**src/rtl/dbist_pkg.sv**
```systemverilog
package dbist_pkg;

    localparam int SAMPLE_W = 12;
    localparam int LFSR_W   = 23;
    localparam int LFSR_TAP = 17;
    localparam int CRC_W    = 16;
    localparam logic [CRC_W-1:0]  CRC_POLY = 16'h1021;
    localparam logic [CRC_W-1:0]  CRC_SEED = 16'hFFFF;
    localparam logic [LFSR_W-1:0] LFSR_SEED = '1;

    localparam int REG_W      = 8;
    localparam int CTL_EN_BIT = 0;
    localparam int CTL_INIT_BIT = 2;

    typedef logic [SAMPLE_W-1:0] sample_t;
    typedef logic [LFSR_W-1:0]   lfsr_t;
    typedef logic [CRC_W-1:0]    crc_t;

    typedef struct packed {
        sample_t a;
        sample_t b;
    } pair_t;

    typedef enum logic [1:0] {
        SEQ_IDLE  = 2'd0,
        SEQ_RUN   = 2'd1,
        SEQ_DRAIN = 2'd2,
        SEQ_CHECK = 2'd3
    } seq_e;

    function automatic lfsr_t lfsr_next(input lfsr_t s);
        return {s[LFSR_W-2:0], s[LFSR_W-1] ^ s[LFSR_TAP]};
    endfunction

    function automatic pair_t lfsr_slices(input lfsr_t s);
        pair_t p;
        p.a = s[SAMPLE_W-1:0];
        p.b = s[LFSR_W-1 -: SAMPLE_W];
        return p;
    endfunction

    function automatic crc_t crc_absorb(input crc_t c, input sample_t d);
        crc_t r;
        logic fb;
        r = c;
        for (int i = SAMPLE_W - 1; i >= 0; i--) begin
            fb = r[CRC_W-1] ^ d[i];
            r  = {r[CRC_W-2:0], 1'b0};
            if (fb) r = r ^ CRC_POLY;
        end
        return r;
    endfunction

endpackage

```
**src/rtl/dbist_prbs.sv**
```systemverilog
module dbist_prbs
    import dbist_pkg::*;
(
    input  logic  clk,
    input  logic  rst,
    input  logic  reseed,
    input  logic  advance,
    output pair_t word
);

    lfsr_t state_q;

    always_ff @(posedge clk) begin
        if (rst) begin
            state_q <= LFSR_SEED;
        end else if (reseed) begin
            state_q <= LFSR_SEED;
        end else if (advance) begin
            state_q <= lfsr_next(state_q);
        end
    end

    assign word = lfsr_slices(state_q);

    assert_lfsr_live_R3: assert property (@(posedge clk) disable iff (rst)
        state_q != '0);

    assert_lfsr_hold_R4: assert property (@(posedge clk) disable iff (rst)
        (!advance && !reseed) |=> $stable(state_q));

endmodule

```
**src/rtl/dbist_lane.sv**
```systemverilog
module dbist_lane
    import dbist_pkg::*;
#(
    parameter bit FLIP_EN   = 1'b0,
    parameter int FAULT_BIT = 0
) (
    input  logic    clk,
    input  logic    rst,
    input  sample_t din,
    input  logic    flip,
    output sample_t dout
);

    localparam sample_t FLIP_MASK = sample_t'(1) << FAULT_BIT;

    sample_t q;
    sample_t corrupt;

    generate
        if (FLIP_EN) begin : g_fault
            assign corrupt = flip ? FLIP_MASK : '0;
        end else begin : g_clean
            assign corrupt = '0;
        end
    endgenerate

    always_ff @(posedge clk) begin
        if (rst) q <= '0;
        else     q <= din ^ corrupt;
    end

    assign dout = q;

endmodule

```
**src/rtl/dbist_sig.sv**
```systemverilog
module dbist_sig
    import dbist_pkg::*;
#(
    parameter crc_t EXPECT_SIG = 16'h0000
) (
    input  logic  clk,
    input  logic  rst,
    input  logic  clear,
    input  logic  inject,
    input  pair_t lane_out,
    output logic  match
);

    logic vld_q;
    crc_t sig_q;

    always_ff @(posedge clk) begin
        if (rst) begin
            vld_q <= 1'b0;
            sig_q <= CRC_SEED;
        end else begin
            vld_q <= inject;
            if (clear) begin
                sig_q <= CRC_SEED;
            end else if (vld_q) begin
                sig_q <= crc_absorb(crc_absorb(sig_q, lane_out.a), lane_out.b);
            end
        end
    end

    assign match = (sig_q == EXPECT_SIG);

    assert_sig_seeded_R7: assert property (@(posedge clk) disable iff (rst)
        clear |=> (sig_q == CRC_SEED));

endmodule

```
**src/rtl/dbist_seq.sv**
```systemverilog
module dbist_seq
    import dbist_pkg::*;
#(
    parameter int RUN_LEN = 512
) (
    input  logic             clk,
    input  logic             rst,
    input  logic             reg_we,
    input  logic             reg_sel,
    input  logic [REG_W-1:0] reg_wdata,
    output logic [REG_W-1:0] reg_rdata,
    input  logic             sig_match,
    output logic             start,
    output logic             reseed,
    output logic             inject,
    output logic             busy
);

    localparam int CNT_W = (RUN_LEN > 1) ? $clog2(RUN_LEN) : 1;
    localparam logic [CNT_W-1:0] LAST = CNT_W'(RUN_LEN - 1);

    seq_e             state_q;
    logic [CNT_W-1:0] cnt_q;
    logic             pass_q;
    logic             init_q;

    assign start  = reg_we && !reg_sel && reg_wdata[CTL_EN_BIT] && (state_q == SEQ_IDLE);
    assign reseed = start && reg_wdata[CTL_INIT_BIT];
    assign inject = (state_q == SEQ_RUN);
    assign busy   = (state_q != SEQ_IDLE);

    always_ff @(posedge clk) begin
        if (rst) begin
            state_q <= SEQ_IDLE;
            cnt_q   <= '0;
            pass_q  <= 1'b0;
            init_q  <= 1'b0;
        end else begin
            unique case (state_q)
                SEQ_IDLE: begin
                    if (start) begin
                        state_q <= SEQ_RUN;
                        cnt_q   <= '0;
                        pass_q  <= 1'b0;
                        init_q  <= reg_wdata[CTL_INIT_BIT];
                    end
                end
                SEQ_RUN: begin
                    if (cnt_q == LAST) state_q <= SEQ_DRAIN;
                    else               cnt_q   <= cnt_q + 1'b1;
                end
                SEQ_DRAIN: state_q <= SEQ_CHECK;
                SEQ_CHECK: begin
                    pass_q  <= sig_match;
                    state_q <= SEQ_IDLE;
                end
                default: state_q <= SEQ_IDLE;
            endcase
        end
    end

    always_comb begin
        reg_rdata = '0;
        if (!reg_sel) begin
            reg_rdata[CTL_EN_BIT]   = busy;
            reg_rdata[CTL_INIT_BIT] = init_q;
        end else begin
            reg_rdata[0] = pass_q;
        end
    end

    assert_run_stops_R6: assert property (@(posedge clk) disable iff (rst)
        (state_q == SEQ_RUN && cnt_q == LAST) |=> (state_q == SEQ_DRAIN));

    assert_start_clears_pass_R8: assert property (@(posedge clk) disable iff (rst)
        start |=> !pass_q);

    assert_pass_only_at_verdict_R7: assert property (@(posedge clk) disable iff (rst)
        (state_q != SEQ_CHECK && !start) |=> $stable(pass_q));

    assert_write_ignored_R10: assert property (@(posedge clk) disable iff (rst)
        (busy && reg_we && !reg_sel) |=> $stable(init_q));

    assert_busy_selfclear_R9: assert property (@(posedge clk) disable iff (rst)
        (state_q == SEQ_CHECK) |=> !busy);

endmodule

```
**src/rtl/dbist_top.sv**
```systemverilog
module dbist_top
    import dbist_pkg::*;
#(
    parameter int   RUN_LEN    = 512,
    parameter crc_t EXPECT_SIG = 16'h0000,
    parameter int   FAULT_BIT  = 0
) (
    input  logic                clk,
    input  logic                rst,
    input  logic                reg_we,
    input  logic                reg_sel,
    input  logic [REG_W-1:0]    reg_wdata,
    output logic [REG_W-1:0]    reg_rdata,
    input  logic [SAMPLE_W-1:0] adc_a,
    input  logic [SAMPLE_W-1:0] adc_b,
    input  logic                fault_inj,
    output logic [SAMPLE_W-1:0] dout_a,
    output logic [SAMPLE_W-1:0] dout_b,
    output logic                busy
);

    localparam int N_CH = 2;

    logic  start;
    logic  reseed;
    logic  inject;
    logic  match;
    pair_t prbs_word;
    pair_t conv_word;
    pair_t lane_in;
    pair_t lane_out;

    sample_t lane_in_v  [N_CH];
    sample_t lane_out_v [N_CH];

    dbist_seq #(.RUN_LEN(RUN_LEN)) u_seq (
        .clk       (clk),
        .rst       (rst),
        .reg_we    (reg_we),
        .reg_sel   (reg_sel),
        .reg_wdata (reg_wdata),
        .reg_rdata (reg_rdata),
        .sig_match (match),
        .start     (start),
        .reseed    (reseed),
        .inject    (inject),
        .busy      (busy)
    );

    dbist_prbs u_prbs (
        .clk     (clk),
        .rst     (rst),
        .reseed  (reseed),
        .advance (inject),
        .word    (prbs_word)
    );

    assign conv_word.a = adc_a;
    assign conv_word.b = adc_b;
    assign lane_in     = inject ? prbs_word : conv_word;

    assign lane_in_v[0] = lane_in.a;
    assign lane_in_v[1] = lane_in.b;

    generate
        for (genvar ch = 0; ch < N_CH; ch++) begin : g_lane
            dbist_lane #(
                .FLIP_EN   (ch == 0),
                .FAULT_BIT (FAULT_BIT)
            ) u_lane (
                .clk  (clk),
                .rst  (rst),
                .din  (lane_in_v[ch]),
                .flip (fault_inj),
                .dout (lane_out_v[ch])
            );
        end
    endgenerate

    assign lane_out.a = lane_out_v[0];
    assign lane_out.b = lane_out_v[1];
    assign dout_a     = lane_out.a;
    assign dout_b     = lane_out.b;

    dbist_sig #(.EXPECT_SIG(EXPECT_SIG)) u_sig (
        .clk      (clk),
        .rst      (rst),
        .clear    (start),
        .inject   (inject),
        .lane_out (lane_out),
        .match    (match)
    );

    assert_idle_follows_R1: assert property (@(posedge clk) disable iff (rst)
        (!inject && !fault_inj) |=> (dout_a == $past(adc_a) && dout_b == $past(adc_b)));

    assert_inject_needs_busy_R9: assert property (@(posedge clk) disable iff (rst)
        inject |-> busy);

endmodule

```
**config.mk**
```make
export PLATFORM = sky130hd
export DESIGN_NAME = dbist_top
export DESIGN_NICKNAME = d
export VERILOG_FILES = /design/src/rtl/dbist_pkg.sv /design/src/rtl/dbist_prbs.sv /design/src/rtl/dbist_lane.sv /design/src/rtl/dbist_sig.sv /design/src/rtl/dbist_seq.sv /design/src/rtl/dbist_top.sv
export SDC_FILE = /design/constraint.sdc
export NUM_CORES = 1
export LEC_CHECK = 0
export BUFFER_PORTS_ARGS = -buffer_cell sky130_fd_sc_hd__buf_2
export CORE_MARGIN = 2
export CORE_UTILIZATION = 30
export CTS_CLUSTER_DIAMETER = 120
export DETAILED_ROUTE_END_ITERATION = 8
export GPL_ROUTABILITY_DRIVEN = 0
export GPL_TIMING_DRIVEN = 0
export HOLD_SLACK_MARGIN = 0.1
export PLACE_DENSITY = 0.54
export SETUP_SLACK_MARGIN = 0.1
export SYNTH_ARGS = -nofsm -noshare
export SYNTH_HDL_FRONTEND = slang
export SYNTH_SLANG_ARGS = --single-unit
```
**constraint.sdc**
```tcl
create_clock -name clk -period 3.05 [get_ports clk]
set_input_delay 0.1525 -clock clk [delete_from_list [all_inputs] [get_ports clk]]
set_output_delay 0.1525 -clock clk [all_outputs]
set_load 0.05 [all_outputs]
```
==> results_dict.tcl, run 1 <==
set metrics [dict create \
    clk_latency_ps 340 \
    syn_area_per_cell_um2 9.35 \
    grt_max_degree 15 \
    drc 0 \
    antenna_found_initial 0 \
    synthFlopType "dfxtp_1" \
    r2r_slack_ps 570 \
    mostFrequentLayoutCells "77 x dfxtp_1, 56 x buf_2, 47 x nand2b_1" \
    drt_first_pass_iters 4 \
    post_cts_buffers 0 \
    synth_edf_count 0 \
    grt_first_pass_wirelength_um 15300 \
    htree_levels 3 \
    viasPerCell 4.43 \
    crit_type "flop to flop" \
    fin_cells 675 \
    finalHoldViolCount 0 \
    finalSetupViolCount 0 \
    clockRootBuffer "clkbuf_16" \
    r2r-start "u_seq.cnt_q[0]" \
    start_kind "flop" \
    tightest_slew_ps 668 \
    ant_nets 0 \
    grt_overflow 0 \
    core-area_um2 12500 \
    die_area_um2 13500 \
    clk_path_buf_depth 2 \
    cts_tree "built" \
    layout_min_cycle_time_ps 2480 \
    die_x_um 116 \
    row_count 41 \
    clk_pin_slew_ps 60 \
    initial_core_util 0.304 \
    grt_setup_unrepaired "false" \
    wl_um 9570 \
    cp-startpoint "u_seq.cnt_q[0]" \
    layout-drive-gt1-share 0.179 \
    fin_skew_ps 5.27 \
    arrival_ps 2750 \
    ys_seq_elements 77 \
    wire_per_inst_um 14.2 \
    yosysWarnings 0 \
    worstPathRequired_ps 3320 \
    via_count 2990 \
    max-cap-violations 0 \
    fin_nets 542 \
    drtIter0Drc 107 \
    ff2ff_path_depth 9 \
    fmaxAchievable_mhz 403 \
    synthCells 405 \
    yosysUniqueCellTypes 37 \
    mostFrequentLayoutCell "dfxtp_1" \
    io_pins 70 \
    status "finished, final reports clean" \
    worstPathMaxFanout 9 \
    syn_area_um2 3790 \
    r2r_end "u_seq.cnt_q[5]" \
    grt_usage 0.152 \
    relSlewSlack 0.555 \
    slew_violations 0 \
    cts_buffers 9 \
    dp_cells 638 \
    finalCritPeriodShare 0.813 \
    syn_to_final_growth_pct 27.2 \
    cts_sinks 77 \
    hp-class "input port to flop" \
    antennaDiodeCount 0 \
    grt_pass1_vias 2966 \
    place_hpwl_um 7330 \
    tns_ps 0 \
    cp-endpoint "u_seq.cnt_q[5]" \
    end_kind "flop" \
    port_buffers 56 \
    synthArstFlopShare 0 \
    die_y_um 116 \
    seq_area_frac_synth 0.407 \
    cts_resized 0 \
]
## layer usage
| layer | share of wire | global-route usage | vias to the layer above | wire [µm] |
|---|---|---|---|---|
| li1 | - | - | 1519 | - |
| met1 | 0.44 | 0.185 | 1400 | 4200 |
| met2 | 0.51 | 0.261 | 57 | 4840 |
| met3 | 0.035 | 0.0322 | 14 | 337 |
| met4 | 0.020 | 0.0619 | 0 | 195 |
| met5 | 0 | 0 | - | 0 |
## area by class of cell
class / instances / area (µm²)
multi-input cells: 301 / 2120
fillers: 1266 / 7650
inverters: 7 / 26.3
clock buffers: 9 / 225
clock inverters: 6 / 71.3
flip-flops and latches: 77 / 1540
well taps: 172 / 215
plain buffers: 25 / 116
repair buffers: 78 / 500
## synth_stat cells, types with 7 or more instances
library cell | instances | area (µm²)
clkbuf_1 | 15 | 56.3
nand2_1 | 32 | 120
dfxtp_1 | 77 | 1540
inv_1 | 7 | 26.3
a21oi_1 | 33 | 165
xor2_1 | 11 | 96.3
xnor3_1 | 8 | 180
nand3_1 | 26 | 130
nor3_1 | 7 | 35.0
nor2_1 | 29 | 109
nand2b_1 | 47 | 294
o21ai_0 | 11 | 55.1
xnor2_1 | 46 | 403
## cells by family (layout without fill, tap and decap cells)
| group | count (synthesis) | in the layout | share of synthesized area |
|---|---|---|---|
| AOI/OAI and AO/OA | 53 | 53 | 0.0786 |
| muxes | 5 | 5 | 0.0132 |
| adders and majority gates | 6 | 6 | 0.0198 |
| buffers and inverters | 32 | 125 | 0.0377 |
| DFF | 77 | 77 | 0.407 |
| other | 1 | 6 | 0.000990 |
| and+or+nand+nor | 155 | 155 | 0.207 |
| xor gates and xnor gates | 76 | 76 | 0.235 |
## worst min path at each step
stage / cells past startpoint / slack, ps / start / to
after floorplan: 2 / 290 / reg_wdata[2] / u_seq.init_q
after global placement: 3 / 410 / reg_wdata[2] / u_seq.init_q
after detailed placement: 3 / 410 / reg_wdata[2] / u_seq.init_q
after CTS: 3 / 100 / adc_a[8] / g_lane[0].u_lane.dout[8]
after global routing: 3 / 130 / adc_a[8] / g_lane[0].u_lane.dout[8]
final: 3 / 110 / adc_a[6] / g_lane[0].u_lane.dout[6]
## state kept, by name, summed over array words and instances, names as in the netlist
signal / count
u_seq.init_q: 1
u_seq.state_q: 2
u_sig.vld_q: 1
u_seq.pass_q: 1
u_seq.cnt_q: 9
u_prbs.state_q: 23
u_sig.sig_q: 16
g_lane.u_lane.dout: 24
## what timing repair did
action | in CTS | in global routing
hold buffers | 22 | 0
endpoints found under the setup margin | 0 | 0
hold endpoints to repair | 22 | 0
## stage by stage
| stage | util | setup slack [ps] | hold slack [ps] | instance area (µm²) |
|---|---|---|---|---|
| after floorplan | - | 681 | 288 | 3810 |
| after detailed placement | 0.345 | 552 | 413 | 4300 |
| after global routing | 0.387 | 278 | 133 | 4820 |
| final | 0.387 | 570 | 110 | 4820 |
| after CTS | 0.387 | 542 | 103 | 4820 |
| after global placement | 0.345 | 597 | 407 | 4300 |
## critical path, stage by stage, from the launching register on
cell and delay, ps:
dfxtp_1 330, ha_1 230, nand2_1 70, nor2_1 40, and3_1 180, ha_1 190
a22oi_1 560, nand4_1 300, or3_1 370, a21oi_1 140
Power of run 1 is left out: the tool's default activity adds up to more than one toggle a clock period on the data nets, which glitch-free logic cannot reach.
==> run 2: changes to the inputs <==
Clock period 3.05 ns to 2.5 ns, I/O delays scaled along.
==> results_dict.tcl, run 2 (synthesis results as in run 1) <==
set metrics [dict create \
    arrival_ps 2500 \
    syn_to_final_growth_pct 29.2 \
    layout_min_cycle_time_ps 2300 \
    drc 0 \
    ant_nets 0 \
    port_buffers 56 \
    finalHoldViolCount 0 \
    max-cap-violations 0 \
    clk_path_buf_depth 2 \
    fin_nets 548 \
    num-fill-cells 1258 \
    mostFrequentLayoutCell "dfxtp_1" \
    fin_skew_ps 6.27 \
    cts_buffers 9 \
    wire_per_inst_um 14.1 \
    start_kind "flop" \
    grt_usage 0.152 \
    initial_core_util 0.304 \
    hp-class "input port to flop" \
    die_area_um2 13500 \
    grt_setup_unrepaired "false" \
    via_count 2971 \
    cts_sinks 77 \
    cts_tree "built" \
    antenna_found_initial 0 \
    row_count 41 \
    drtIter0Drc 99 \
    slew_violations 0 \
    worstPathMaxFanout 3 \
    grt_pass1_vias 2967 \
    whs_ps 159 \
    grt_max_degree 15 \
    crit_type "flop to flop" \
    io_pins 70 \
    grt_overflow 0 \
    finalCritPeriodShare 0.918 \
    relSlewSlack 0.577 \
    wl_um 9630 \
    mostFrequentLayoutCells "77 x dfxtp_1, 56 x buf_2, 47 x nand2b_1" \
    place_hpwl_um 7330 \
    largest_register_ffs 24 \
    die_x_um 116 \
    status "finished, final reports clean" \
    antennaDiodeCount 0 \
    tightest_slew_ps 634 \
    tns_ps 0 \
    drt_first_pass_iters 4 \
    cpPeakStageDelay_ps 510 \
    clk_pin_slew_ps 60 \
    htree_levels 3 \
    fmaxAchievable_mhz 436 \
    finalSetupViolCount 0 \
    worstPathCellList "xnor2_1, xnor3_1, xnor2_2, xnor3_1, xnor2_1, o21ai_0" \
    end_kind "flop" \
    clockRootBuffer "clkbuf_16" \
    worstPathRequired_ps 2700 \
    clk_latency_ps 340 \
    crit_path_top_delay_cell "xnor3_1" \
    viasPerCell 4.36 \
    die_y_um 116 \
    core-area_um2 12500 \
    grt_first_pass_wirelength_um 15300 \
    layout-drive-gt1-share 0.191 \
]
==> run 2: changes by cell type in the layout (fill, tap and decap cells not counted), sizes merged <==
| cell | before | now |
|---|---|---|
| dlygate4sd3 | 22 | 25 |
| buf | 66 | 69 |
==> run 2: worst paths after layout <==
kind	startpoint	to	slack (ps)	depth (start not counted)
max	u_sig.sig_q[4]	u_sig.sig_q[12]	200	6
min	reg_sel	u_seq.init_q	160	4
max reg2reg	u_sig.sig_q[4]	u_sig.sig_q[12]	200	6
min reg2reg	u_seq.init_q	u_seq.init_q	450	2
==> run 2: timing repair <==
action                                  CTS  global route
hold buffers                             25             0
endpoints found under the hold margin    25             0
endpoints found under the setup margin    2             9
pin swaps                                 0             1
setup buffers                             0             3
gates resized for setup                   1             3
==> run 2: final cells by class <==
| cell class | instances | area (µm²) | share of cell area |
|---|---|---|---|
| Multi-Input combinational cell | 301 | 2140 | 0.438 |
| Sequential cell | 77 | 1540 | 0.315 |
| Timing Repair Buffer | 84 | 553 | 0.113 |
| Clock buffer | 9 | 225 | 0.0460 |
| Tap cell | 172 | 215 | 0.0440 |
| Buffer | 25 | 116 | 0.0238 |
| Clock inverter | 6 | 71.3 | 0.0146 |
| Inverter | 7 | 26.3 | 0.00537 |
==> run 2: per-stage QoR <==
stage                util  cells  setup slack, ps  instance area [µm²]
floorplan               -    410              131                 3810
global placement    0.345    638             46.5                 4300
detailed placement  0.345    638             1.66                 4300
CTS                 0.389    678              112                 4850
global route        0.393    681             95.2                 4890
finish              0.393    681              204                 4890
==> run 2: routing by layer <==
metal	global-route usage	share of wire	wire, µm	up-vias
met1	0.185	0.45	4310	1385
met3	0.0322	0.029	275	15
li1	-	-	-	1527
met2	0.261	0.50	4850	44
met5	0	0	0	-
met4	0.0619	0.020	189	0
==> run 2: worst max-delay path, delay by kind of cell, from the launching register on <==
kind	cells	cell delay, ps
DFF	1	350
xor gates and xnor gates	5	1690
AOI/OAI and AO/OA	1	110
Power of run 2 is left out for the same reason.
==> run 3: changes to the inputs <==
Settings changed: CORE_UTILIZATION 30 to 37, PLACE_DENSITY 0.54 to 0.63.
==> results_dict.tcl, run 3 (synthesis results as in run 1) <==
set metrics [dict create \
    layout_min_cycle_time_ps 2260 \
    port_buffers 56 \
    r2r-start "u_sig.sig_q[15]" \
    grt_max_degree 14 \
    drtIter0Drc 128 \
    grt_overflow 0 \
    largest_register_ffs 24 \
    fmaxAchievable_mhz 442 \
    wire_per_inst_um 14.5 \
    slew_violations 0 \
    fin_nets 547 \
    cts_tree "built" \
    die_x_um 105 \
    mostFrequentLayoutCell "dfxtp_1" \
    antennaDiodeCount 0 \
    cts_buffers 9 \
    place_hpwl_um 7090 \
    viasPerCell 4.69 \
    finalCritPeriodShare 0.905 \
    via_count 3012 \
    finalHoldViolCount 0 \
    layout-drive-gt1-share 0.193 \
    grt_pass1_vias 2929 \
    die_y_um 105 \
    row_count 36 \
    crit_type "flop to flop" \
    clk_pin_slew_ps 80 \
    core-area_um2 9860 \
    worstPathRequired_ps 2710 \
    finalSetupViolCount 0 \
    hold_start "adc_a[0]" \
    relSlewSlack 0.622 \
    cts_sinks 77 \
    grt_usage 0.173 \
    hp-class "input port to flop" \
    grt_setup_unrepaired "false" \
    tightest_slew_ps 566 \
    status "finished, final reports clean" \
    drc 0 \
    clockRootBuffer "clkbuf_8" \
    drt_first_pass_iters 4 \
    clk_path_buf_depth 2 \
    max-cap-violations 0 \
    start_kind "flop" \
    clk_latency_ps 350 \
    cp-startpoint "u_sig.sig_q[15]" \
    antenna_found_initial 0 \
    ant_nets 0 \
    arrival_ps 2470 \
    grt_first_pass_wirelength_um 14600 \
    io_pins 70 \
    worstPathMaxFanout 4 \
    tns_ps 0 \
    initial_core_util 0.384 \
    syn_to_final_growth_pct 26.4 \
    fin_skew_ps 5.96 \
    mostFrequentLayoutCells "77 x dfxtp_1, 56 x buf_2, 47 x nand2b_1" \
    die_area_um2 11100 \
    htree_levels 3 \
    end_kind "flop" \
    wl_um 9300 \
]
[run 3: final timing paths]
path | slack, ps | endpoint | depth (start not counted)
worst max-delay path | 240 | u_sig.sig_q[8] | 6
worst min register to register | 460 | u_seq.init_q | 2
worst min-delay path | 140 | g_lane[0].u_lane.dout[0] | 4
worst max register to register | 240 | u_sig.sig_q[8] | 6
[run 3: layout make-up]
type                    count  area, µm²
multi-input cells         301       2150
plain buffers              25        116
repair buffers             83        546
fillers                   926       5080
clock buffers              10        128
flip-flops and latches     77       1540
well taps                 133        166
clock inverters             6        111
inverters                   7       26.3
[run 3: worst max-delay path: stages, from the launching register on]
cell,delay [ps]
dfxtp_1,370
xnor2_2,300
xnor3_1,560
xnor2_2,220
xnor2_1,340
xor2_1,230
a31oi_1,110
[run 3: repair_timing]
item / CTS / global route
hold endpoints to repair: 25 / 0
endpoints found under the setup margin: 2 / 10
gates resized for setup: 1 / 5
hold buffers: 25 / 0
pin swaps: 0 / 1
setup buffers: 0 / 2
[run 3: stage by stage]
stage          setup slack [ps]  std cells   util  hold WS (ps)  instance area, µm²
2_1_floorplan               131        410      -           261                3810
3_5_place_dp               30.6        599  0.431           382                4250
3_3_place_gp               69.2        599  0.431           380                4250
5_1_grt                    75.2        642  0.485           161                4790
6_report                    237        642  0.485           140                4790
4_1_cts                     133        640  0.481           128                4750
[run 3: routing by layer]
metal | global-route usage | share of wire
met1 | 0.221 | 0.45
met4 | 0.0714 | 0.015
met3 | 0.0256 | 0.031
met2 | 0.289 | 0.50
met5 | 0 | 0
Power of run 3 is left out for the same reason.
